==> config.mk <==
export PLATFORM = sky130hd
export DESIGN_NAME = orbit_diff_gain
export DESIGN_NICKNAME = d
export VERILOG_FILES = /design/src/rtl/odg_pkg.sv /design/src/rtl/odg_ctrl.sv /design/src/rtl/odg_datapath.sv /design/src/rtl/orbit_diff_gain.sv
export SDC_FILE = /design/constraint.sdc
export NUM_CORES = 2
export LEC_CHECK = 0
export CAP_MARGIN = 20
export CORE_ASPECT_RATIO = 0.9
export CORE_MARGIN = 10
export CORE_UTILIZATION = 30
export CTS_CLUSTER_DIAMETER = 150
export DETAILED_ROUTE_END_ITERATION = 12
export GPL_ROUTABILITY_DRIVEN = 0
export SYNTH_ARGS = -nofsm -noshare
export SYNTH_HDL_FRONTEND = slang
export SYNTH_SLANG_ARGS = --single-unit
export TNS_END_PERCENT = 100
==> constraint.sdc <==
create_clock -name clk -period 6.2 [get_ports clk]
set_clock_uncertainty 0.2 [all_clocks]
set_input_delay 0.93 -clock clk [delete_from_list [all_inputs] [get_ports clk]]
set_output_delay 0.93 -clock clk [all_outputs]
set_load 0.005 [all_outputs]
==> src/rtl/odg_pkg.sv <==
package odg_pkg;
  // Stage load strobes issued by the control to the datapath.
  typedef struct packed {
    logic ld1;  // sample enters: scale both channels
    logic ld2;  // subtract scaled channels
    logic ld3;  // apply gain and round
    logic ld4;  // saturate / select bypass, update output
  } odg_strobe_t;
endpackage

==> src/rtl/odg_ctrl.sv <==
module odg_ctrl
  import odg_pkg::*;
#(
  parameter int COEF_W = 18,
  parameter int FRAC   = 15
) (
  input  logic                     clk,
  input  logic                     rstN,
  input  logic                     inValid,
  input  logic                     coefWrEn,
  input  logic signed [COEF_W-1:0] coefTop,
  input  logic signed [COEF_W-1:0] coefBot,
  input  logic signed [COEF_W-1:0] coefGain,
  output odg_strobe_t              strb,
  output logic                     outValid,
  output logic signed [COEF_W-1:0] actTop,
  output logic signed [COEF_W-1:0] actBot,
  output logic signed [COEF_W-1:0] actGain
);
  localparam int STAGES = 4;
  localparam logic signed [COEF_W-1:0] UNITY = COEF_W'(1) <<< FRAC;

  logic [STAGES-1:0] vldPipe;

  // Valid travels one stage per clock; each bit enables the next stage.
  always_ff @(posedge clk or negedge rstN) begin
    if (!rstN) vldPipe <= '0;
    else       vldPipe <= {vldPipe[STAGES-2:0], inValid};
  end

  always_comb begin
    strb.ld1 = inValid;
    strb.ld2 = vldPipe[0];
    strb.ld3 = vldPipe[1];
    strb.ld4 = vldPipe[2];
  end

  assign outValid = vldPipe[STAGES-1];

  // Active set: a write is seen by samples entering after the write edge.
  always_ff @(posedge clk or negedge rstN) begin
    if (!rstN) begin
      actTop  <= UNITY;
      actBot  <= UNITY;
      actGain <= UNITY;
    end else if (coefWrEn) begin
      actTop  <= coefTop;
      actBot  <= coefBot;
      actGain <= coefGain;
    end
  end
endmodule

==> src/rtl/odg_datapath.sv <==
module odg_datapath
  import odg_pkg::*;
#(
  parameter int IN_W   = 14,
  parameter int COEF_W = 18,
  parameter int FRAC   = 15,
  parameter int OUT_W  = 16
) (
  input  logic                     clk,
  input  logic                     rstN,
  input  odg_strobe_t              strb,
  input  logic signed [IN_W-1:0]   inTop,
  input  logic signed [IN_W-1:0]   inBot,
  input  logic                     bypassEn,
  input  logic signed [COEF_W-1:0] mTop,
  input  logic signed [COEF_W-1:0] mBot,
  input  logic signed [COEF_W-1:0] gain,
  output logic signed [OUT_W-1:0]  outData
);
  localparam int PW  = IN_W + COEF_W;   // channel product
  localparam int SW  = PW - FRAC;       // rounded scaled channel
  localparam int DW  = SW + 1;          // scaled difference
  localparam int GPW = DW + COEF_W;     // gain product
  localparam int GW  = GPW - FRAC;      // rounded gain result
  localparam int BW  = IN_W + 1;        // raw difference
  localparam int HW  = GW - OUT_W + 1;  // bits that must agree for no overflow
  localparam logic signed [PW-1:0]    RND_P  = PW'(1) <<< (FRAC - 1);
  localparam logic signed [GPW-1:0]   RND_G  = GPW'(1) <<< (FRAC - 1);
  localparam logic signed [OUT_W-1:0] OUTMAX = {1'b0, {(OUT_W-1){1'b1}}};
  localparam logic signed [OUT_W-1:0] OUTMIN = {1'b1, {(OUT_W-1){1'b0}}};

  // Stage 1: scale each channel, round to nearest
  logic signed [PW-1:0] prodTop, prodBot, sumTop, sumBot;
  logic signed [BW-1:0] rawDiff;
  logic signed [SW-1:0] scTopS1, scBotS1;
  logic signed [BW-1:0] rawS1;
  logic signed [COEF_W-1:0] gainS1;
  logic                 bypS1;

  always_comb begin
    prodTop = {{(PW-IN_W){inTop[IN_W-1]}}, inTop} * {{(PW-COEF_W){mTop[COEF_W-1]}}, mTop};
    prodBot = {{(PW-IN_W){inBot[IN_W-1]}}, inBot} * {{(PW-COEF_W){mBot[COEF_W-1]}}, mBot};
    sumTop  = prodTop + RND_P;
    sumBot  = prodBot + RND_P;
    rawDiff = {inTop[IN_W-1], inTop} - {inBot[IN_W-1], inBot};
  end

  always_ff @(posedge clk or negedge rstN) begin
    if (!rstN) begin
      scTopS1 <= '0; scBotS1 <= '0; rawS1 <= '0; gainS1 <= '0; bypS1 <= 1'b0;
    end else if (strb.ld1) begin
      scTopS1 <= sumTop[PW-1:FRAC];
      scBotS1 <= sumBot[PW-1:FRAC];
      rawS1   <= rawDiff;
      gainS1  <= gain;       // gain snapshot travels with the sample
      bypS1   <= bypassEn;
    end
  end

  // Stage 2: subtract scaled channels
  logic signed [DW-1:0]     diffS2;
  logic signed [BW-1:0]     rawS2;
  logic signed [COEF_W-1:0] gainS2;
  logic                     bypS2;

  always_ff @(posedge clk or negedge rstN) begin
    if (!rstN) begin
      diffS2 <= '0; rawS2 <= '0; gainS2 <= '0; bypS2 <= 1'b0;
    end else if (strb.ld2) begin
      diffS2 <= {scTopS1[SW-1], scTopS1} - {scBotS1[SW-1], scBotS1};
      rawS2  <= rawS1;
      gainS2 <= gainS1;
      bypS2  <= bypS1;
    end
  end

  // Stage 3: apply loop gain, round to nearest
  logic signed [GPW-1:0] gProd, gSum;
  logic signed [GW-1:0]  gainedS3;
  logic signed [BW-1:0]  rawS3;
  logic                  bypS3;

  always_comb begin
    gProd = {{(GPW-DW){diffS2[DW-1]}}, diffS2} * {{(GPW-COEF_W){gainS2[COEF_W-1]}}, gainS2};
    gSum  = gProd + RND_G;
  end

  always_ff @(posedge clk or negedge rstN) begin
    if (!rstN) begin
      gainedS3 <= '0; rawS3 <= '0; bypS3 <= 1'b0;
    end else if (strb.ld3) begin
      gainedS3 <= gSum[GPW-1:FRAC];
      rawS3    <= rawS2;
      bypS3    <= bypS2;
    end
  end

  // Stage 4: saturate or pass the raw difference
  logic [HW-1:0]           hiBits;
  logic signed [OUT_W-1:0] satVal, nextOut;

  always_comb begin
    hiBits = gainedS3[GW-1:OUT_W-1];
    if ((&hiBits) || !(|hiBits)) satVal = gainedS3[OUT_W-1:0];
    else if (gainedS3[GW-1])     satVal = OUTMIN;
    else                         satVal = OUTMAX;
    nextOut = bypS3 ? {{(OUT_W-BW){rawS3[BW-1]}}, rawS3} : satVal;
  end

  always_ff @(posedge clk or negedge rstN) begin
    if (!rstN)          outData <= '0;
    else if (strb.ld4)  outData <= nextOut;
  end
endmodule

==> src/rtl/orbit_diff_gain.sv <==
module orbit_diff_gain
  import odg_pkg::*;
#(
  parameter int IN_W   = 14,
  parameter int COEF_W = 18,
  parameter int FRAC   = 15,
  parameter int OUT_W  = 16
) (
  input  logic                     clk,
  input  logic                     rstN,
  input  logic                     inValid,
  input  logic signed [IN_W-1:0]   inTop,
  input  logic signed [IN_W-1:0]   inBot,
  input  logic                     bypassEn,
  input  logic                     coefWrEn,
  input  logic signed [COEF_W-1:0] coefTop,
  input  logic signed [COEF_W-1:0] coefBot,
  input  logic signed [COEF_W-1:0] coefGain,
  output logic                     outValid,
  output logic signed [OUT_W-1:0]  outData
);
  odg_strobe_t              strb;
  logic signed [COEF_W-1:0] actTop, actBot, actGain;

  odg_ctrl #(.COEF_W(COEF_W), .FRAC(FRAC)) u_ctrl (
    .clk(clk), .rstN(rstN), .inValid(inValid), .coefWrEn(coefWrEn),
    .coefTop(coefTop), .coefBot(coefBot), .coefGain(coefGain),
    .strb(strb), .outValid(outValid),
    .actTop(actTop), .actBot(actBot), .actGain(actGain)
  );

  odg_datapath #(.IN_W(IN_W), .COEF_W(COEF_W), .FRAC(FRAC), .OUT_W(OUT_W)) u_dp (
    .clk(clk), .rstN(rstN), .strb(strb),
    .inTop(inTop), .inBot(inBot), .bypassEn(bypassEn),
    .mTop(actTop), .mBot(actBot), .gain(actGain),
    .outData(outData)
  );
endmodule

==> metrics.txt <==
status finished, violations left; failing checks setup timing; initial antenna violation count 2; TritonRoute pass-1 iters 5; Remaining DRCs 0; I/O Pins between 100 and 150; dpl hpwl 82.47 mm; Slew @ Worst Pin 1.038 ns; Critical Path Slowest Stage Cell fa_2; Non-Filler Instances 6214; die area 146100 µm²; Port Buffers 103; TritonCTS Buffers 31; synth unique cells 68; first-pass GRT wire length 163.2 mm; post-synthesis net count 5181; cell mode on critical path inv_2; CTS Sinks ~230; vias in the first global route 30.00k; Root Buffer clkbuf_16; Remaining Overflow, GRT 0; nets 5639; CTS tree built; asr flop ratio synth 1.000; ANT nets after route 0; clock latency on the worst-skew pair about 0.64 ns; Critical Path Max Stage Delay 0.53 ns; Critical Path Fanout Max 4; gr usage total 0.1367; Core ar. 129700 µm²; register area share after synthesis 0.1470; Iter 0 DRT Violations 1258; wire per inst 15.98 µm; flop-to-flop setup slack -0.41 ns; crit end category flip-flop; Die Y-Extent 363.6 µm; area grow syn2layout 22.51%; most used flip-flop cell after synthesis dfrtp_1; post-route setup slack -0.4717 ns; final wirelength 99.29 mm; Seq cells post-synth 231; Syn Area/Cell 9.796 µm²; Max Fclk around 0.15 GHz; clk buf depth 3; Tcrit/Tclk final 1.076; largest net degree at the start of global routing slightly above 100; WS Path Type primary input to flip-flop; row count 125; crit path DAT 6.96 ns; htree depth 1; max cap viols 0; detailed-route vias per instance roughly 4.4; initial cell density of the core 0.3035; Cells after Synth 4017; reg2reg end u_dp.scTopS1[14]; total number of vias between 20k and 30k; Setup crit start kind primary input; register clock-pin slew on the reported worst setup and hold paths 0.06 ns; Final Hold Fails 0; EDFF count, synth 0; fin. max-slew vios 0; worst-case reg-to-reg path depth 23; Hold Crit Class primary input to async pin; Syn Std Cell Area 39350 µm²; min Tclk post-route approximately 6.7 ns; Crit. path cell count 25; Top delay family on crit path adder cells; hold_buf cts 0; Max-slew headroom 0.3078; die width 401.8 µm; fraction of layout cells with a size suffix above 1 0.2158; Final setup violation count 22; CP Buf/Inv Count 7; worst path required time 6.49 ns; RSZ-0062 raised after global routing yes; Critical R2R Launch u_ctrl.actTop[9]; yosys warns 0; placed insts just over 6k
## flip-flops by register name, summed over array words and instances, names as in the netlist, 17 cells and up
register        cells
u_dp.scBotS1       17
u_ctrl.actBot      18
u_ctrl.actTop      18
u_dp.scTopS1       17
u_dp.diffS2        18
u_dp.gainedS3      21
u_dp.gainS1        18
u_dp.gainS2        18
u_ctrl.actGain     18
## layout by cell type, fill, tap and decap left out, types with 12 or more instances in the layout
cell type,n
o21ai_0,55
nand2b_1,18
inv_1,939
o21a_1,13
o31ai_1,12
xnor2_1,59
dfrtp_1,205
and2_1,388
xor2_1,17
inv_2,38
fa_1,785
dfrtp_2,23
fa_2,30
buf_4,419
clkbuf_16,31
mux2_2,151
nand2_1,412
nand3_1,17
dlygate4sd2_1,13
a21oi_1,64
buf_6,37
ha_1,234
nor2_1,77
buf_12,35
and2_4,32
a21o_1,21
clkdlybuf4s50_1,72
ha_4,19
## worst max path at each step
stage                        to              from
2_1_floorplan  u_dp.scTopS1[16]          inTop[8]
3_3_place_gp   u_dp.scTopS1[16]          inTop[2]
3_5_place_dp   u_dp.scTopS1[14]          inTop[2]
4_1_cts        u_dp.scTopS1[14]  u_ctrl.actTop[7]
5_1_grt        u_dp.scTopS1[14]          inTop[5]
6_report       u_dp.scTopS1[14]          inTop[5]
## cells in the mapped netlist (all sizes together) (10+ instances only)
cell type,instances,share of area
a211oi,10,0.0019
a21boi,11,0.0022
a21o,24,0.0046
a21oi,81,0.010
and2,422,0.067
buf,11,0.0011
clkbuf,160,0.015
dfrtp,228,0.14
fa,815,0.41
ha,262,0.083
inv,978,0.093
mux2,161,0.046
mux2i,11,0.0028
nand2,414,0.039
nand2b,19,0.0030
nand3,20,0.0025
nor2,81,0.0077
nor2b,13,0.0021
nor3,13,0.0017
o21a,13,0.0025
o21ai,66,0.0084
o31ai,13,0.0025
xnor2,64,0.014
xor2,21,0.0047
## through the flow
stage	setup slack, ns	util	cell area, µm²	hold slack [ns]	TNS (ns)
2_1_floorplan	-0.6807	-	39720	0.1519	-4.650
3_3_place_gp	-1.472	0.3516	45590	0.2644	-38.68
3_5_place_dp	-1.521	0.3516	45590	0.2638	-41.53
4_1_cts	-0.4942	0.3654	47380	0.07561	-5.688
5_1_grt	-0.5991	0.3718	48210	0.1074	-10.19
6_report	-0.4717	0.3718	48210	0.08509	-3.879
## logic make-up after synthesis
logic type,Yosys count,share of synthesized area
buffers and inverters,1149,0.1096
XOR/XNOR,85,0.01892
flip-flops,231,0.1470
AO/OA/AOI/OAI,274,0.04560
adder cells (fa/ha/maj),1077,0.4979
AND/OR/NAND/NOR,1029,0.1319
multiplexers,172,0.04897
## area by class of cell
cell class                      instances  area (µm²)
Timing Repair Buffer                  596        5286
Inverter                              978        3675
Antenna cell                            1       2.502
Sequential cell                       231        5813
Tap cell                             1714        2145
Clock inverter                         21       255.2
Fill cell                           12830       81450
Multi-Input combinational cell       2637       30190
Clock buffer                           36       844.6
## routing by layer
layer | GRT usage | part of all wire | vias up
li1 | - | - | 12830
met1 | 0.1862 | 0.46 | 14090
met2 | 0.2269 | 0.47 | 517
met3 | 0.02461 | 0.052 | 93
met4 | 0.02827 | 0.021 | 2
met5 | 0 | 0.00013 | -
## timing repair
item / 4_1_cts / 5_1_grt
resized for setup: 148 / 199
pin swaps: 95 / 151
cloned: 2 / 0
hold endpoints to repair: 0 / 0
endpoints found under the setup margin: 48 / 47
setup buffers: 42 / 40
Power is not shown: default switching activity piles up to over one toggle a cycle in this logic, so the estimate is an artifact.
